==> config.mk <==
export PLATFORM = sky130hd
export DESIGN_NAME = adc_seq_ctrl
export DESIGN_NICKNAME = d
export VERILOG_FILES = /design/src/rtl/adc_seq_pkg.sv /design/src/rtl/adc_seq_fsm.sv /design/src/rtl/adc_seq_chsel.sv /design/src/rtl/adc_seq_ctrl.sv
export SDC_FILE = /design/constraint.sdc
export NUM_CORES = 1
export LEC_CHECK = 0
export ABC_AREA = 0
export BUFFER_PORTS_ARGS = -buffer_cell sky130_fd_sc_hd__buf_2
export CORE_MARGIN = 5
export CORE_UTILIZATION = 58
export CTS_BUF_LIST = sky130_fd_sc_hd__clkbuf_4 sky130_fd_sc_hd__clkbuf_8
export DETAILED_ROUTE_END_ITERATION = 16
export PLACE_DENSITY = 0.88
export SETUP_SLACK_MARGIN = 0.1
export SYNTH_ARGS = -nofsm -noshare
export SYNTH_HDL_FRONTEND = slang
export SYNTH_HIERARCHICAL = 1
export SYNTH_SLANG_ARGS = --single-unit
==> constraint.sdc <==
create_clock -name clk -period 7.8 [get_ports clk]
set_clock_uncertainty 0.1 [all_clocks]
set_input_delay 1.56 -clock clk [delete_from_list [all_inputs] [get_ports clk]]
set_output_delay 1.56 -clock clk [all_outputs]
set_load 0.01 [all_outputs]
==> src/rtl/adc_seq_pkg.sv <==
// Shared types and helpers for the ADC channel sequencer.
package adc_seq_pkg;

    typedef enum logic [1:0] {
        ST_IDLE   = 2'd0,
        ST_SAMPLE = 2'd1,
        ST_CONV   = 2'd2,
        ST_WAIT   = 2'd3
    } seq_state_t;

    // Decode the channel-count code into a channel count (1, 2 or 4).
    function automatic logic [2:0] nch_count(input logic [1:0] code);
        case (code)
            2'b00:   return 3'd1;
            2'b01:   return 3'd2;
            default: return 3'd4;
        endcase
    endfunction

endpackage

==> src/rtl/adc_seq_fsm.sv <==
// Acquire/convert sequencer. Captures channel count and simultaneous mode
// at sequence start, drives sample/hold enables, and issues one convert-start
// per channel in ascending order, each gated by converter done.
// Assumes NUM_SH is 4 (count codes decode to 1, 2 or 4 channels).
module adc_seq_fsm
    import adc_seq_pkg::*;
#(
    parameter int NUM_SH = 4,
    localparam int CH_W  = $clog2(NUM_SH),
    localparam int CNT_W = CH_W + 1
) (
    input  logic              clk,
    input  logic              rst_n,
    input  logic              samp_req,
    input  logic              conv_trig,
    input  logic              conv_done,
    input  logic [1:0]        cfg_nch,
    input  logic              cfg_simul,
    output logic [NUM_SH-1:0] sh_en,
    output logic [CH_W-1:0]   conv_ch,
    output logic              conv_start,
    output logic              seq_end,
    output logic              busy
);

    seq_state_t        st;
    logic [CNT_W-1:0]  n_q;
    logic              simul_q;
    logic [CH_W-1:0]   k_q;
    logic [NUM_SH-1:0] sel_mask;
    logic              last_ch;

    // Channels enabled by the captured count.
    for (genvar i = 0; i < NUM_SH; i++) begin : g_sel
        assign sel_mask[i] = (CNT_W'(i) < n_q);
    end

    assign last_ch = (CNT_W'(k_q) == n_q - CNT_W'(1));

    // State, channel index and captured configuration.
    always_ff @(posedge clk) begin
        if (!rst_n) begin
            st      <= ST_IDLE;
            n_q     <= CNT_W'(1);
            simul_q <= 1'b0;
            k_q     <= '0;
        end else begin
            case (st)
                ST_IDLE: if (samp_req) begin
                    n_q     <= CNT_W'(nch_count(cfg_nch));
                    simul_q <= cfg_simul;
                    k_q     <= '0;
                    st      <= ST_SAMPLE;
                end
                ST_SAMPLE: if (conv_trig) st <= ST_CONV;
                ST_CONV:   st <= ST_WAIT;
                ST_WAIT: if (conv_done) begin
                    if (last_ch) begin
                        st <= ST_IDLE;
                    end else begin
                        k_q <= k_q + CH_W'(1);
                        st  <= simul_q ? ST_CONV : ST_SAMPLE;
                    end
                end
                default: st <= ST_IDLE;
            endcase
        end
    end

    // Sample/hold enables: all selected together, or the current one alone.
    always_comb begin
        sh_en = '0;
        if (st == ST_SAMPLE)
            sh_en = simul_q ? sel_mask : (NUM_SH'(1) << k_q);
    end

    assign conv_start = (st == ST_CONV);
    assign conv_ch    = k_q;
    assign seq_end    = (st == ST_WAIT) && conv_done && last_ch;
    assign busy       = (st != ST_IDLE);

endmodule

==> src/rtl/adc_seq_chsel.sv <==
// Channel-0 input selector. Tracks primary/secondary alternation and the
// ascending scan position; both update at sequence end and restart at the
// interrupt boundary, which takes priority. Assumes selects stay constant
// within a sequence.
module adc_seq_chsel #(
    parameter int NUM_INPUTS = 16,
    localparam int IN_W      = $clog2(NUM_INPUTS)
) (
    input  logic                  clk,
    input  logic                  rst_n,
    input  logic                  seq_end,
    input  logic                  irq_bound,
    input  logic                  cfg_alt,
    input  logic                  cfg_scan_en,
    input  logic [NUM_INPUTS-1:0] cfg_scan_mask,
    input  logic [IN_W-1:0]       cfg_muxa_sel,
    input  logic [IN_W-1:0]       cfg_muxb_sel,
    output logic [IN_W-1:0]       ch0_input
);

    logic            alt_b;
    logic            restart;
    logic [IN_W-1:0] scan_cur;
    logic [IN_W-1:0] low_idx;
    logic [IN_W-1:0] eff_idx;
    logic [IN_W-1:0] next_idx;
    logic            scan_live;

    assign scan_live = cfg_scan_en && (|cfg_scan_mask);

    // Lowest marked input.
    always_comb begin
        low_idx = '0;
        for (int i = NUM_INPUTS - 1; i >= 0; i--)
            if (cfg_scan_mask[i]) low_idx = IN_W'(i);
    end

    assign eff_idx = restart ? low_idx : scan_cur;

    // Next marked input above the current one, wrapping to the lowest.
    always_comb begin
        next_idx = low_idx;
        for (int i = NUM_INPUTS - 1; i >= 0; i--)
            if (cfg_scan_mask[i] && (i > int'(eff_idx))) next_idx = IN_W'(i);
    end

    // Alternation phase and scan position.
    always_ff @(posedge clk) begin
        if (!rst_n) begin
            alt_b    <= 1'b0;
            restart  <= 1'b1;
            scan_cur <= '0;
        end else if (irq_bound) begin
            alt_b   <= 1'b0;
            restart <= 1'b1;
        end else if (seq_end) begin
            alt_b <= cfg_alt ? ~alt_b : 1'b0;
            if (!alt_b && scan_live) begin
                scan_cur <= next_idx;
                restart  <= 1'b0;
            end
        end
    end

    // Route channel 0 from the active set.
    always_comb begin
        if (alt_b)          ch0_input = cfg_muxb_sel;
        else if (scan_live) ch0_input = eff_idx;
        else                ch0_input = cfg_muxa_sel;
    end

endmodule

==> src/rtl/adc_seq_ctrl.sv <==
// Top of the ADC channel sequencer: joins the acquire/convert sequencer with
// the channel-0 input selector. Assumes an external converter that answers
// each convert-start with one done pulse.
module adc_seq_ctrl #(
    parameter int NUM_INPUTS = 16,
    parameter int NUM_SH     = 4,
    localparam int IN_W      = $clog2(NUM_INPUTS),
    localparam int CH_W      = $clog2(NUM_SH)
) (
    input  logic                  clk,
    input  logic                  rst_n,
    input  logic                  samp_req,
    input  logic                  conv_trig,
    input  logic                  conv_done,
    input  logic                  irq_bound,
    input  logic [1:0]            cfg_nch,
    input  logic                  cfg_simul,
    input  logic                  cfg_alt,
    input  logic                  cfg_scan_en,
    input  logic [NUM_INPUTS-1:0] cfg_scan_mask,
    input  logic [IN_W-1:0]       cfg_muxa_sel,
    input  logic [IN_W-1:0]       cfg_muxb_sel,
    output logic [NUM_SH-1:0]     sh_en,
    output logic [IN_W-1:0]       ch0_input,
    output logic [CH_W-1:0]       conv_ch,
    output logic                  conv_start
);

    logic seq_end;
    logic seq_busy;

    adc_seq_fsm #(.NUM_SH(NUM_SH)) u_fsm (
        .clk        (clk),
        .rst_n      (rst_n),
        .samp_req   (samp_req),
        .conv_trig  (conv_trig),
        .conv_done  (conv_done),
        .cfg_nch    (cfg_nch),
        .cfg_simul  (cfg_simul),
        .sh_en      (sh_en),
        .conv_ch    (conv_ch),
        .conv_start (conv_start),
        .seq_end    (seq_end),
        .busy       (seq_busy)
    );

    adc_seq_chsel #(.NUM_INPUTS(NUM_INPUTS)) u_chsel (
        .clk           (clk),
        .rst_n         (rst_n),
        .seq_end       (seq_end),
        .irq_bound     (irq_bound),
        .cfg_alt       (cfg_alt),
        .cfg_scan_en   (cfg_scan_en),
        .cfg_scan_mask (cfg_scan_mask),
        .cfg_muxa_sel  (cfg_muxa_sel),
        .cfg_muxb_sel  (cfg_muxb_sel),
        .ch0_input     (ch0_input)
    );

endmodule

* Yosys cells after proc, flatten, opt, wreduce, memory -nomap -nowiden
Cells that the tools add are included.
** Storage, ports and cells
- ROM bits :: 0
- Memories :: 0
- Logic and storage cells :: 119
- Memory bits (writable) :: 0
- Bits in registers :: 14
- Output and inout bits :: 11
- Latch bits :: 0
- Input port bits :: 35
** Cells by class
- Reductions and logical operators :: 30
- Bitwise gates (word level) :: 3
- Muxes and demuxes :: 48
- $mul :: 0
- Add/sub/neg operators :: 2
- Magnitude comparators :: 19
- Divide/modulo/power cells :: 0
- Shifts and indexed selects :: 1
- Equality and inequality tests :: 9
** Operator list (count)
- two-way mux 4 bit :: 36
- greater-than comparator 4 bit (first input constant) :: 8
- logical AND 1 bit :: 19
- greater-than comparator 3 x 4 -> 1 bit (first input constant) :: 4
- two-way mux 2 bit :: 8
- OR reduction 16 bit :: 1
- greater-than comparator 2 x 4 -> 1 bit (first input constant) :: 2
- != test 2 bit (second input constant) :: 4
- one-hot mux 2 bit (4 select lines) :: 1
- less-than comparator 1 x 3 -> 1 bit (first input constant) :: 2
- less-than comparator 2 x 3 -> 1 bit (first input constant) :: 2
- one-hot mux 3 bit (2 select lines) :: 1
- AND reduction 3 bit :: 2
- == test 2 x 1 -> 1 bit (second input constant) :: 2
- == test 2 bit (second input constant) :: 2
- greater-than comparator 1 x 4 -> 1 bit (first input constant) :: 1
- zero test 2 bit :: 2
- one-hot mux 2 bit (2 select lines) :: 1
- AND reduction 2 bit :: 2
- AND reduction 4 bit :: 1
- left shift 1 x 2 -> 4 bit (first input constant) :: 1
- == test 2 x 3 -> 1 bit :: 1
- inverter 1 bit :: 3
- subtractor 3 x 1 -> 3 bit (second input constant) :: 1
- 5 further kinds :: 5

* Depth between registers and ports, before layout
Gate-level depths: netlist of the first run.
- Depth after elaboration :: 34
- Mapped depth :: 11

* By module
The synthesis of the first run kept the hierarchy.
** By module, submodules not included
- adc_seq_chsel :: sequential area each 120.1 um2, times used 1, area an instance 1056.0 um2, cells each 158
- adc_seq_fsm :: sequential area each 160.2 um2, times used 1, area an instance 565.5 um2, cells each 66

* Worst setup path after synthesis of the first run
No wires, ideal clock.
- Path type :: input port to output port
- From :: input cfg_scan_mask[3]
- To :: output ch0_input[0]
- Buffers on the path :: 0
- Slack :: 3.099 ns
- Data arrival time :: 3.041 ns
- Cell stages on the path :: 4
- Cells stage by stage :: or4_4 > o41ai_4 > a21oi_1 > o21ai_0
** On the way
- Cells in the longest elaborated chain, start to end :: 7
- Elaborated cells between the ends (all ways) :: 9
- Classes of those cells :: mux (7); reduce/logical (2)
** RTL lines
- from (decl) :: RTL line adc_seq_ctrl.sv:20 : input logic [NUM_INPUTS-1:0] cfg_scan_mask,
- two-way mux 4 bit (4 in a row) :: RTL line adc_seq_chsel.sv:35 : if (cfg_scan_mask[i]) low_idx = IN_W'(i);
- two-way mux 4 bit :: RTL line adc_seq_chsel.sv:38 : assign eff_idx = restart ? low_idx : scan_cur;
- two-way mux 4 bit (*) :: RTL line adc_seq_chsel.sv:68 : else if (scan_live) ch0_input = eff_idx;
- two-way mux 4 bit (*) :: RTL line adc_seq_chsel.sv:67 : if (alt_b) ch0_input = cfg_muxb_sel;
- to (decl) :: RTL line adc_seq_ctrl.sv:24 : output logic [IN_W-1:0] ch0_input,
Mark *: on every way between the ends. The rest lies on a longest branch, timed or not.

* Worst setup path in the final report of the first run
- From :: input cfg_scan_mask[10]
- To :: output ch0_input[2]
** On the way
- Cells in the longest elaborated chain, start to end :: 14
- Elaborated cells between the ends (all ways) :: 16
- Classes of those cells :: mux (14); reduce/logical (2)
** RTL lines (RTL line)
- two-way mux 4 bit (11 in a row) :: adc_seq_chsel.sv:35
- two-way mux 4 bit :: adc_seq_chsel.sv:38
- two-way mux 4 bit (*) :: adc_seq_chsel.sv:68
- two-way mux 4 bit (*) :: adc_seq_chsel.sv:67
Marked as above.

==> qor.csv, run 1 <==
metric;value;unit
Clock H-tree levels;1;
sequential share of power;39.8;%
Syn Area/Cell;7.24;um^2
R2R setup slack;4770;ps
maximum vdd drop;142;uV
r2r worst-path depth;10;
Slew HR;54.0;%
CTS tree;yes;
synthesized area;1620;um^2
Worst Setup Start Kind;primary input;
maximum clock insertion buffer count;2;
Final Cycle Share;65.2;%
pin count of the biggest net entering global routing;19;
worst path cell trace;buf_2 -> or4_1 -> o211ai_1 -> nand2_1 -> nor2_1 -> a21oi_1 -> o21ai_0 -> buf_2;
number of global-route vias before repair;1712;
Pint;130;uW
Initial DRC Count;210;
CTS buffer count;3;
RSZ-0062 raised after global routing;no;
Final Total Pwr;197;uW
DP Worst Slack;2790;ps
fin worst setup slack;2720;ps
Hold Path Class;reg -> reg;
Root Buffer;clkbuf_4;
initial antenna violation count;0;
DRC viols;0;
crit path capture type;output port;
CP max stage cell;or4_1;
Design Area, Final;1880;um^2
CP most frequent cell;buf_2;
Avg WL per Cell;15.7;um
final WL;4660;um
DR pass1 iterations;5;
clock network fraction of design power;26.9;%
# nets final;307;
Inserted Diodes;0;
vias post-DR;1936;
Period minus WS final;5080;ps
Die X;62.8;um
Slew Viols, Final;0;
Clock Latency Late Sink;290;ps
Switch Pwr;67.0;uW
clk sink count;14;
critical path type;in -> out;
postcts setup bufs;0;
Synth Instances;223;
PD cells;105;nW/um^2
# Max-Cap Violations;0;
GRT Util Overall;22.8;%
Layout area overhead;16.4;%
post-cts sizing count;0;
max incr delay on CP;630;ps
cts hold-fix bufs;0;
die area;3940;um^2
Placed Area;1840;um^2
worst endpoint required time;6140;ps
Remaining Overflow, GRT;0;
Final Hold Vio Count;0;
initial core utilization;59.6;%
Hold Path Stages;2;
Syn Nets;264;
CTS clk-pin slew, worst paths;80;ps
Leak;0.805;nW
dpl hpwl;3610;um
Comb pwr share;33.3;%
TNS Setup;0;ps
Fmax;197;MHz
Layout Utilization;69.4;%
vias per cell;6.54;
buffers added on ports;45;
first-pass GRT wire length;7490;um
share of layout cells above drive strength 1;23.8;%
status;finished clean;
# IOs;46;
site row count;19;
crit-path max FO;8;
Worst-Margin Slew;671;ps
RePlAce Congestion;0.938;
Die Ht;62.8;um
Crit path arrival time;3420;ps
Final ANT Viol Nets;0;
setup violators final;0;
core area;2710;um^2
Switching Fraction;34.0;%
Ys Warns;6;
[power by group through the flow]
stage / combinational (mW) / sequential (mW) / clock [mW]
finish: 0.0654 / 0.0784 / 0.0529
global placement: 0.0631 / 0.0797 / 0
detailed placement: 0.0637 / 0.0799 / 0
CTS: 0.0641 / 0.0783 / 0.0536
floorplan: 0.0413 / 0.0781 / 0
global route: 0.0718 / 0.0790 / 0.0584
[routing by layer]
| metal | share of wire (%) | track usage [%] |
|---|---|---|
| met1 | 43 | 32.2 |
| met4 | 0.75 | 5.31 |
| met5 | 0 | 0 |
| met2 | 45 | 33.9 |
| met3 | 11 | 6.47 |
[through the flow]
step	hold WS, ps	cells
final	402	296
after global routing	419	296
after CTS	400	296
after detailed placement	387	292
after global placement	354	292
after floorplan	338	223
[sequential cells by signal (all words and copies together), names as in the netlist]
register,flops
u_chsel/scan_cur,4
u_fsm/simul_q,1
u_chsel/restart,1
u_fsm/st,2
u_fsm/n_q,3
u_fsm/conv_ch,2
u_chsel/alt_b,1
[area by class of cell]
| type | count | area, um^2 |
|---|---|---|
| repair buffers | 45 | 225 |
| clock buffers | 4 | 36.3 |
| flip-flops and latches | 14 | 280 |
| well taps | 31 | 38.8 |
| inverters | 8 | 30.0 |
| fillers | 245 | 830 |
| multi-input cells | 194 | 1270 |
[cell usage in the layout (no fill, tap or decap), types with 4 or more instances in the layout]
cell type,count
nor4_1,5
nor3_1,6
mux2i_1,6
a21oi_1,15
ha_1,6
dfxtp_1,14
inv_1,8
a21o_1,4
nor2_1,26
nor2b_1,4
a31oi_1,4
nand2b_1,5
nand2_1,22
o211ai_1,4
buf_2,45
o21ai_0,17
nand3_1,9
[final timing paths]
check | start | end
worst max-delay path | cfg_scan_mask[10] | ch0_input[2]
worst min-delay path | u_chsel/scan_cur[3]$_SDFFE_PN0P_ | u_chsel/scan_cur[3]$_SDFFE_PN0P_
worst max register to register | u_fsm/n_q[0]$_SDFFE_PN1P_ | u_chsel/scan_cur[0]$_SDFFE_PN0P_
worst min register to register | u_chsel/scan_cur[3]$_SDFFE_PN0P_ | u_chsel/scan_cur[3]$_SDFFE_PN0P_
[worst max-delay path: cells and delay by family]
kind                   cells  cell delay (ps)
AO/OA/AOI/OAI              3              490
AND/OR/NAND/NOR            3             1080
buffers and inverters      2              290
Note: power is estimated with default switching activity, not from simulation.
==> run 2: changes to the inputs <==
--- a/config.mk
+++ b/config.mk
@@ -5,13 +5,13 @@
 export SDC_FILE = /design/constraint.sdc
 export NUM_CORES = 1
 export LEC_CHECK = 0
-export ABC_AREA = 0
+export ABC_AREA = 1
 export BUFFER_PORTS_ARGS = -buffer_cell sky130_fd_sc_hd__buf_2
 export CORE_MARGIN = 5
-export CORE_UTILIZATION = 58
+export CORE_UTILIZATION = 54
 export CTS_BUF_LIST = sky130_fd_sc_hd__clkbuf_4 sky130_fd_sc_hd__clkbuf_8
 export DETAILED_ROUTE_END_ITERATION = 16
-export PLACE_DENSITY = 0.88
+export PLACE_DENSITY = 0.83
 export SETUP_SLACK_MARGIN = 0.1
 export SYNTH_ARGS = -nofsm -noshare
 export SYNTH_HDL_FRONTEND = slang
==> constraint.sdc (replaced) <==
create_clock -name clk -period 5.15 [get_ports clk]
set_clock_uncertainty 0.1 [all_clocks]
set_input_delay 1.03 -clock clk [delete_from_list [all_inputs] [get_ports clk]]
set_output_delay 1.03 -clock clk [all_outputs]
set_load 0.01 [all_outputs]
==> run 2 against run 1 <==
Cell area shrank 1.5%. Sequential power grew 71%. Register-to-register slack worse by 2100 ps. Global-route usage shrank 3.5 points. Routed wire length down 17%.
==> qor.csv, run 2 <==
metric;value;unit
status;finished clean;
most common cell after layout, fill and taps aside;nand2_1;
Final ANT Viol Nets;0;
DRC viols;0;
most frequent cells in the layout;79 x nand2_1, 47 x inv_1, 45 x buf_2, 30 x nor2_1, 23 x nand3_1;
CTS buffer count;3;
Ys Warns;6;
die area;4040;um^2
CP max stage cell;o21ai_0;
Switching Fraction;40.3;%
post-cts sizing count;0;
Hold Path Class;reg -> reg;
Final Cycle Share;74.3;%
Avg WL per Cell;11.0;um
Largest Register;u_chsel/scan_cur;
max incr delay on CP;370;ps
Comb pwr share;42.9;%
Layout Utilization;67.2;%
crit-path max FO;5;
DR pass1 iterations;4;
crit path capture type;output port;
vias post-DR;1777;
final WL;3880;um
clock network fraction of design power;21.4;%
core area;2760;um^2
worst endpoint required time;4020;ps
Leak;1.00;nW
clk sink count;14;
Worst Setup Start Kind;primary input;
number of global-route vias before repair;1694;
TNS Setup;0;ps
site row count;19;
postcts setup bufs;0;
Clock Latency Late Sink;290;ps
Syn Nets;314;
max reg flops;4;
synthesized area;1550;um^2
Die X;63.6;um
Clock H-tree levels;1;
first-pass GRT wire length;6700;um
Syn Area/Cell;5.68;um^2
Inserted Diodes;0;
Slew Viols, Final;0;
vias per cell;5.03;
setup violators final;0;
Synth Instances;273;
fillers;280;
Die Ht;63.6;um
CP delay by family, top;compound AO/OA/AOI/OAI gates;
initial antenna violation count;0;
Regs by FF count;u_chsel/scan_cur x4, u_fsm/n_q x3;
Fmax;261;MHz
RSZ-0062 raised after global routing;no;
maximum clock insertion buffer count;2;
Crit path arrival time;2690;ps
sequential share of power;35.7;%
Slew HR;69.6;%
RePlAce Congestion;0.892;
Layout area overhead;19.4;%
initial core utilization;56.3;%
Root Buffer;clkbuf_4;
Initial DRC Count;103;
dpl hpwl;3340;um
share of layout cells above drive strength 1;24.2;%
Period minus WS final;3820;ps
worst path cell trace;buf_2 -> nor4_2 -> inv_1 -> nor2_2 -> inv_1 -> o21ai_0 -> inv_1 -> o21ai_0 -> o21ai_0 -> buf_2;
GRT Util Overall;19.3;%
Remaining Overflow, GRT;0;
maximum vdd drop;211;uV
CTS clk-pin slew, worst paths;80;ps
critical path type;in -> out;
CTS tree;yes;
Pint;225;uW
PD cells;203;nW/um^2
Switch Pwr;152;uW
pin count of the biggest net entering global routing;10;
Final Hold Vio Count;0;
# IOs;46;
# Max-Cap Violations;0;
# nets final;364;
buffers added on ports;45;
Bufs and invs on worst path;5;
cts hold-fix bufs;0;
Worst-Margin Slew;451;ps
-- run 2: stage by stage --
step / cell area, um^2 / hold WS [ps] / std cells / setup WS [ps] / power [mW]
after floorplan: 1550 / 344 / 273 / 1720 / 0.246
after global placement: 1820 / 355 / 349 / 1380 / 0.295
after detailed placement: 1820 / 357 / 349 / 1320 / 0.298
after CTS: 1850 / 370 / 353 / 1320 / 0.379
after global routing: 1850 / 390 / 353 / 1020 / 0.409
final: 1850 / 369 / 353 / 1330 / 0.377
-- run 2: area by class of cell --
cell class                      instances  area (um^2)  area share (%)
Sequential cell                        14          280            15.1
Clock buffer                            4         36.3            1.96
Timing Repair Buffer                   45          225            12.2
Inverter                               50          191            10.3
Tap cell                               31         38.8            2.09
Multi-Input combinational cell        209         1080            58.3
-- run 2: worst paths after layout --
path                                                  startpoint                                to  slack [ps]  cells past startpoint
worst max-delay path                            cfg_scan_mask[3]                      ch0_input[2]        1330                     10
worst max register to register         u_fsm/n_q[0]$_SDFFE_PN1P_  u_chsel/scan_cur[3]$_SDFFE_PN0P_        2680                     13
worst min-delay path            u_chsel/scan_cur[3]$_SDFFE_PN0P_  u_chsel/scan_cur[3]$_SDFFE_PN0P_         370                      2
worst min register to register  u_chsel/scan_cur[3]$_SDFFE_PN0P_  u_chsel/scan_cur[3]$_SDFFE_PN0P_         370                      2
-- run 2: tightest hold or removal path, cell delays in order, from the launching register on --
cell     delay, ps
dfxtp_1        320
nand2_1         60
a21oi_1         50
-- run 2: routing by layer --
layer	part of all wire (%)	global-route usage, %	vias up
met3	7.4	4.26	2
met1	47	25.4	754
li1	-	-	969
met2	46	31.9	52
met5	0	0	-
met4	0.49	4.42	0
-- run 2: power by group through the flow --
stage               combinational (mW)  sequential, mW  clock, mW
floorplan                        0.110           0.135          0
global placement                 0.158           0.137          0
detailed placement               0.161           0.137          0
global route                     0.185           0.137     0.0870
finish                           0.161           0.134     0.0808
CTS                              0.162           0.135     0.0823
==> run 3: changes to the inputs <==
==> constraint.sdc (replaced) <==
create_clock -name clk -period 3.6 [get_ports clk]
set_clock_uncertainty 0.1 [all_clocks]
set_input_delay 0.72 -clock clk [delete_from_list [all_inputs] [get_ports clk]]
set_output_delay 0.72 -clock clk [all_outputs]
set_load 0.01 [all_outputs]
==> run 3 against run 2 <==
Core utilization rose by 0.27 points. Clock power increased by 44%. Via count grew 2.6%. Die area stayed put. Register-to-register slack worse by 1500 ps. Worst hold slack better by 2.5 ps. Power grew 44%. Combinational power increased by 45%. Cell area rose by 0.41%. First-iteration DRC count rose by 11%. Clock-buffer cell count unchanged. Cell count grew 0.28%.
==> qor.csv, run 3 (synthesis gave the netlist of run 2 again) <==
metric;value;unit
site row count;19;
hold path startpoint;u_chsel/scan_cur[1]$_SDFFE_PN0P_;
Remaining Overflow, GRT;0;
met2 WL;2000;um
vias post-DR;1823;
Layout Utilization;67.4;%
Initial DRC Count;114;
Hold Path Class;reg -> reg;
Cells after DPL;350;
maximum vdd drop;297;uV
DR pass1 iterations;4;
Post-Route M1 WL;1720;um
Clock Latency Late Sink;280;ps
Largest Register;u_chsel/scan_cur;
Bufs and invs on worst path;6;
r2r worst-path depth;13;
CP max stage cell;nor4_2;
dpl hpwl;3400;um
Layout area overhead;19.8;%
PD cells;292;nW/um^2
pin count of the biggest net entering global routing;10;
critical path type;in -> out;
Die X;63.6;um
RePlAce Congestion;0.909;
Slew HR;72.3;%
Hold EP;u_chsel/scan_cur[1]$_SDFFE_PN0P_;
Root Buffer;clkbuf_4;
cts hold-fix bufs;0;
Layout Cells excl Fill;354;
setup violators final;0;
Period minus WS final;3110;ps
RSZ-0062 raised after global routing;no;
core area;2760;um^2
first-pass GRT wire length;6660;um
# IOs;46;
initial antenna violation count;0;
most frequent cells in the layout;79 x nand2_1, 47 x inv_1, 45 x buf_2, 30 x nor2_1, 23 x nand3_1;
DRC viols;0;
worst endpoint required time;2780;ps
Inserted Diodes;0;
clk sink count;14;
share of layout cells above drive strength 1;24.5;%
fillers;276;
max reg flops;4;
initial core utilization;56.3;%
Leak;1.01;nW
max incr delay on CP;350;ps
status;finished clean;
CTS buffer count;3;
Top Layer Used;met3;
CTS clk-pin slew, worst paths;80;ps
buffers added on ports;45;
total number of cells along the worst setup path;11;
final WL;4040;um
reg2reg end;u_chsel/scan_cur[3]$_SDFFE_PN0P_;
crit path capture type;output port;
Final ANT Viol Nets;0;
met3 wire len;318;um
Slew Viols, Final;0;
die area;4040;um^2
CTS tree;yes;
Clock H-tree levels;1;
# Max-Cap Violations;0;
R2R setup slack;1170;ps
Final Cycle Share;86.4;%
post-cts sizing count;0;
# nets final;365;
Hold Path Stages;2;
number of global-route vias before repair;1632;
vias per cell;5.15;
crit-path max FO;5;
GRT Util Overall;19.3;%
Worst Setup Start Kind;primary input;
worst path cell trace;buf_2 -> nor4_2 -> inv_1 -> nor2_2 -> inv_1 -> o21ai_0 -> buf_4 -> inv_1 -> o21ai_0 -> o21ai_0 -> buf_2;
maximum clock insertion buffer count;2;
postcts setup bufs;0;
Reg-to-Reg Start;u_fsm/n_q[0]$_SDFFE_PN1P_;
Fmax;321;MHz
Crit path arrival time;2290;ps
most common cell after layout, fill and taps aside;nand2_1;
Die Ht;63.6;um
TNS Setup;0;ps
Final Hold Vio Count;0;
Worst-Margin Slew;416;ps
CP delay by family, top;buffers and inverters;
Regs by FF count;u_chsel/scan_cur x4, u_fsm/n_q x3;
Avg WL per Cell;11.4;um
run 3: cell types whose count changed in the layout (fill, tap and decap cells not counted), sizes merged:
cell	change
buf	+1
run 3: worst max-delay path by stage:
| stage | start | to | slack (ps) |
|---|---|---|---|
| after detailed placement | cfg_scan_mask[3] | u_chsel/scan_cur[0]$_SDFFE_PN0P_ | 480 |
| after global placement | cfg_scan_mask[3] | u_chsel/scan_cur[0]$_SDFFE_PN0P_ | 530 |
| after CTS | cfg_scan_mask[3] | ch0_input[2] | 520 |
| after global routing | cfg_scan_mask[3] | ch0_input[2] | 310 |
| final | cfg_scan_mask[3] | ch0_input[2] | 490 |
| after floorplan | cfg_scan_mask[3] | ch0_input[0] | 790 |
run 3: per-stage QoR:
stage	setup slack [ps]	cell area [um^2]	power [mW]	hold slack (ps)
2_1_floorplan	791	1550	0.351	344
3_3_place_gp	535	1820	0.423	353
3_5_place_dp	476	1820	0.427	359
4_1_cts	522	1860	0.543	371
5_1_grt	312	1860	0.585	391
6_report	489	1860	0.542	372
run 3: final cells by class:
class                      instances  area [um^2]  area share (%)
timing repair buffer              46          233            12.5
multi-input combinational        209         1080            58.1
inverter                          50          191            10.3
clock buffer                       4         36.3            1.95
sequential                        14          280            15.1
tap                               31         38.8            2.09
run 3: power by group:
part | leakage, nW | switching (mW) | internal [mW]
Sequential | 0.114 | 0.0226 | 0.170
Clock | 0.0210 | 0.0541 | 0.0615
Combinational | 0.871 | 0.143 | 0.0914
run 3: worst min-delay path, cell delays in order (launching register included):
cell and delay, ps:
dfxtp_1 320, nand2_1 60, a21oi_1 60
run 3: layer usage:
layer  vias up  global-route usage (%)
met4         0                    3.12
li1        967                       -
met1       794                    24.3
met5         -                       0
met2        62                    34.8
met3         0                    3.02
